$ cat src/rtl/ctr_pkg.sv
`timescale 1ns/1ps
// ctr_pkg: shared mode type and decode for the counter stages.
// Assumes active-low preset strobe with priority over the enables.
package ctr_pkg;

    typedef enum logic [1:0] {
        MODE_HOLD  = 2'd0,
        MODE_COUNT = 2'd1,
        MODE_LOAD  = 2'd2
    } ctr_mode_e;

    // Pick the action for one edge: preset first, then count, else hold.
    function automatic ctr_mode_e pick_mode(input logic load_n,
                                            input logic en_p,
                                            input logic en_t);
        if (!load_n)
            return MODE_LOAD;
        else if (en_p && en_t)
            return MODE_COUNT;
        else
            return MODE_HOLD;
    endfunction

endpackage

$ cat src/rtl/ctr_stage_next.sv
`timescale 1ns/1ps
// ctr_stage_next: combinational next-state and carry for one stage.
// Assumes the caller registers nxt; carry depends on the current value only.
module ctr_stage_next #(
    parameter int STAGE_W = 4
) (
    input  logic [STAGE_W-1:0] cur,
    input  logic [STAGE_W-1:0] preset,
    input  logic               load_n,
    input  logic               en_p,
    input  logic               en_t,
    output logic [STAGE_W-1:0] nxt,
    output logic               rco
);
    import ctr_pkg::*;

    localparam logic [STAGE_W-1:0] ONE = STAGE_W'(1);

    ctr_mode_e mode;

    // Decode the action requested for the coming edge.
    always_comb mode = pick_mode(load_n, en_p, en_t);

    // Form the value the register takes on the coming edge.
    always_comb begin
        unique case (mode)
            MODE_LOAD:  nxt = preset;
            MODE_COUNT: nxt = cur + ONE;
            default:    nxt = cur;
        endcase
    end

    // Carry: terminal count gated by the carry-side enable only.
    always_comb rco = (&cur) & en_t;

endmodule

$ cat src/rtl/ctr_stage.sv
`timescale 1ns/1ps
// ctr_stage: one presettable counter stage with an asynchronous clear.
// Assumes clr_n is the only asynchronous input; all else is edge-sampled.
module ctr_stage #(
    parameter int STAGE_W = 4
) (
    input  logic               clk,
    input  logic               clr_n,
    input  logic               load_n,
    input  logic               en_p,
    input  logic               en_t,
    input  logic [STAGE_W-1:0] preset,
    output logic [STAGE_W-1:0] q,
    output logic               rco
);
    logic [STAGE_W-1:0] nxt;

    ctr_stage_next #(.STAGE_W(STAGE_W)) u_next (
        .cur    (q),
        .preset (preset),
        .load_n (load_n),
        .en_p   (en_p),
        .en_t   (en_t),
        .nxt    (nxt),
        .rco    (rco)
    );

    // State register: all bits update together, cleared without a clock.
    always_ff @(posedge clk or negedge clr_n) begin
        if (!clr_n)
            q <= '0;
        else
            q <= nxt;
    end

endmodule

$ cat src/rtl/ctr_cascade.sv
`timescale 1ns/1ps
// ctr_cascade: STAGES counter stages chained into one wide binary counter.
// Assumes en_p is shared by all stages; stage 0 takes en_t and every later
// stage takes the carry of the stage below as its carry-side enable.
module ctr_cascade #(
    parameter int STAGE_W = 4,
    parameter int STAGES  = 2
) (
    input  logic                        clk,
    input  logic                        clr_n,
    input  logic                        load_n,
    input  logic                        en_p,
    input  logic                        en_t,
    input  logic [STAGE_W*STAGES-1:0]   preset,
    output logic [STAGE_W*STAGES-1:0]   q,
    output logic                        carry_out
);
    localparam int TOTAL_W = STAGE_W * STAGES;

    for (genvar i = 0; i < STAGES; i++) begin : g_stage
        logic               ent_l;
        logic               rco_l;
        logic [STAGE_W-1:0] q_l;

        // Carry-side enable: the base input for stage 0, else carry below.
        if (i == 0) begin : g_base
            assign ent_l = en_t;
        end else begin : g_link
            assign ent_l = g_stage[i-1].rco_l;
        end

        ctr_stage #(.STAGE_W(STAGE_W)) u_stage (
            .clk    (clk),
            .clr_n  (clr_n),
            .load_n (load_n),
            .en_p   (en_p),
            .en_t   (ent_l),
            .preset (preset[i*STAGE_W +: STAGE_W]),
            .q      (q_l),
            .rco    (rco_l)
        );

        assign q[i*STAGE_W +: STAGE_W] = q_l;
    end

    // The chain's carry is the carry of the top stage.
    assign carry_out = g_stage[STAGES-1].rco_l;

endmodule

$ cat config.mk
export PLATFORM = sky130hd
export DESIGN_NAME = ctr_cascade
export DESIGN_NICKNAME = d
export VERILOG_FILES = /design/src/rtl/ctr_pkg.sv /design/src/rtl/ctr_stage_next.sv /design/src/rtl/ctr_stage.sv /design/src/rtl/ctr_cascade.sv
export SDC_FILE = /design/constraint.sdc
export NUM_CORES = 1
export LEC_CHECK = 0
export BUFFER_PORTS_ARGS = -buffer_cell sky130_fd_sc_hd__clkbuf_2
export CORE_AREA = 5 5 42 44
export DETAILED_ROUTE_END_ITERATION = 8
export DIE_AREA = 0 0 47 49
export PLACE_DENSITY = 0.63
export SYNTH_ARGS = -nofsm -noshare
export SYNTH_HDL_FRONTEND = slang
export SYNTH_SLANG_ARGS = --single-unit
$ cat constraint.sdc
create_clock -name clk -period 1.74 [get_ports clk]
set_input_delay 0.348 -clock clk [delete_from_list [all_inputs] [get_ports clk]]
set_output_delay 0.348 -clock clk [all_outputs]
set_load 0.02 [all_outputs]
==> results by group <==
Run status
  • Status: finished, final reports clean

STA
  • Final max-slew violation count: 0
  • Fin crit share: 92.5%
  • Setup_tns: 0 ns
  • Final Setup Violations: 0
  • Max Clk Rate: 621 MHz
  • Slew margin rel.: 78.7%
  • RSZ-0062 raised after global routing: false
  • Fin crit period: 1.61 ns
  • Endpoints failing hold: 0
  • WHS: 0.337 ns
  • Worst-Margin Slew: 0.320 ns
  • Clock Skew: 0.00603 ns

Route
  • DR iter-0 viols: 10
  • Final antenna-violating net count: 0
  • DRC violations left: 0
  • Routed vias/inst: 4.81
  • Via count: 433
  • WL final: 1120 um
  • DR WL/cell: 12.4 um
  • DRT Pass-1 Iters: 4

Power and ir drop
  • Power Internal: 0.000337 W
  • P per Cell Area: 842 nW/um^2
  • Final Power: 0.000501 W
  • Power share of the combinational group: 25.9%
  • IR drop worst, VDD: 0.547 mV
  • Pleak: 0.276 nW
  • Sequential share of power: 46.0%
  • NetSw: 0.000165 W
  • Clk pwr share: 28.1%
  • Net Sw Frac: 32.8%

Floorplanning
  • Die height: 49 um
  • # rows: 14
  • Die X-Extent: 47 um
  • Die footprint: 2300 sq um
  • Placeable Area: 1400 sq um
  • I/O pin total: 22
  • Initial core utilization: 31.9%

Setup path
  • Worst path top cell family by delay: flip-flops
  • CP cell instances: ha_1 > nand4_1 > nor2_1 > clkbuf_2
  • Worst Path Arrival: 1.26 ns
  • CP max FO: 4
  • CP Capture Type: output port
  • Kind of critical path: flop to output port
  • CP max-delay cell: dfrtp_1
  • Critical Path RT: 1.39 ns
  • WP buf/inv: 1
  • Startpoint Class: flop
  • Worst path max stage delay: 0.40 ns

Yosys
  • YS warnings: 0
  • Synth top area share: 44.8%
  • Synth Flop Type: dfrtp_1
  • Distinct cells, synth: 16
  • Synthesized cell area: 447 sq um
  • FF+latch count, synth: 8
  • Post-synthesis sequential area ratio: 44.8%
  • Largest area contributor in the netlist: dfrtp_1
  • Post-synthesis cell count: 51
  • Mapped Avg Cell Area: 8.76 sq um
  • Post-synth EDFFs: 0
  • Net Count, Synth: 66
  • Ys async rst share: 100%
  • Top post-synthesis cells by area: dfrtp_1, nor2_1, a31oi_1
  • Top-count cell post-synth: nor2_1
  • Most frequent cells after synthesis: nor2_1, dfrtp_1, a31oi_1, o21ai_0, or3_1

Cells and area
  • Max reg flops: 8
  • Ratio of cells with drive above 1 in the final layout: 33.8%
  • Nets@finish: 91
  • Most flop-heavy register: g_stage.u_stage.q
  • Diodes inserted: 0
  • Top flop regs: g_stage.u_stage.q (8)
  • Area grow syn2layout: 33.3%

Global route
  • Vias in the first global route: 401
  • Total track usage: 10.1%
  • Largest net degree at the start of global routing: 17
  • Wire length of the first global-routing pass: 1680 um
  • Initial antenna violation count: 0
  • Aggregate global routing overflow: 0

Clock network
  • CTS Sinks: 8
  • CTS H-tree lvls: 1
  • Clock slew at reported path FFs: 0.06 ns
  • Worst-skew pair later-pin latency: 0.25 ns
  • Root buffer cell: clkbuf_4
  • Longest Clk Path Bufs: 2
  • CTS Buf Count: 3
  • Cts repair resizes: 0
  • TritonCTS clock tree: done

Placement
  • Dpl hpwl: 863 um
  • Routability cong.: 0.718
  • Port bufs: 21

Worst hold path
  • Hold Path Class: input pin to flop

Job
  • Max Cap Viol: 0
worst min-delay path: cells and delay by family:
| family | cells | cell delay [ns] |
|---|---|---|
| compound gates | 1 | 0.04 |
| simple gates | 1 | 0.08 |
| buf+inv | 1 | 0.08 |
power groups by stage:
stage               registers [W]  logic (W)  clock network, W
floorplan                0.000255  0.0000547                 0
global placement         0.000232   0.000127                 0
detailed placement       0.000234   0.000129                 0
CTS                      0.000231   0.000132          0.000152
global route             0.000234   0.000146          0.000163
finish                   0.000231   0.000130          0.000141
kinds of logic (layout without fill, tap and decap cells):
logic type	Yosys count	count (layout)	share of synthesized area, %
AND/OR/NAND/NOR	22	22	24.6
multiplexers	1	1	2.24
adder cells (fa/ha/maj)	2	2	5.60
buffers and inverters	3	26	2.80
XOR/XNOR	2	2	3.92
flip-flops	8	8	44.8
AO/OA/AOI/OAI	13	13	16.0
per-stage QoR:
stage	setup WS (ns)	cell area [sq um]	instances	util, %
after floorplan	0.264	447	51	-
after global placement	0.418	563	86	40.2
after detailed placement	0.390	563	86	40.2
after CTS	0.110	596	90	42.5
after global routing	0.0512	596	90	42.5
final	0.131	596	90	42.5
final timing paths:
path                                            to  slack [ns]                    start  cells after the start
setup / recovery                         carry_out        0.13  g_stage[0].u_stage.q[0]                      4
hold / removal             g_stage[0].u_stage.q[3]        0.34                preset[3]                      3
setup reg to reg           g_stage[1].u_stage.q[2]        0.37  g_stage[0].u_stage.q[0]                      4
hold reg to reg            g_stage[1].u_stage.q[3]        0.60  g_stage[1].u_stage.q[3]                      2
max in group asynchronous  g_stage[0].u_stage.q[1]        1.08                    clr_n                      2
min in group asynchronous  g_stage[0].u_stage.q[0]        0.47                    clr_n                      2
cell usage in the layout, fill, tap and decap left out:
cell type,n
clkbuf_4,3
xor2_1,2
nand2_1,2
a31oi_1,5
nand3_2,1
dlygate4sd3_1,1
mux2i_1,1
ha_1,2
a21oi_1,3
nor2_1,9
dfrtp_1,8
nand4_1,2
nand3_1,3
o21ai_0,5
or3_1,5
inv_1,1
clkbuf_2,21
final cells by class:
class,count,area (sq um)
Fill cell,159,806
Tap cell,16,20.0
Timing Repair Buffer,22,115
Multi-Input combinational cell,40,234
Clock buffer,3,22.5
Inverter,1,3.75
Sequential cell,8,200
what timing repair did:
item | in CTS | in global routing
hold buffers | 1 | 0
setup buffers | 0 | 0
hold endpoints to repair | 8 | 0
metal layers:
metal / wire length (um) / up-vias / GRT usage [%]
li1: - / 233 / -
met1: 519 / 187 / 12.8
met2: 523 / 13 / 14.9
met3: 72 / 0 / 6.27
met4: 0 / 0 / 1.38
met5: 0 / - / 0
Power figures use the tool's default switching activity.
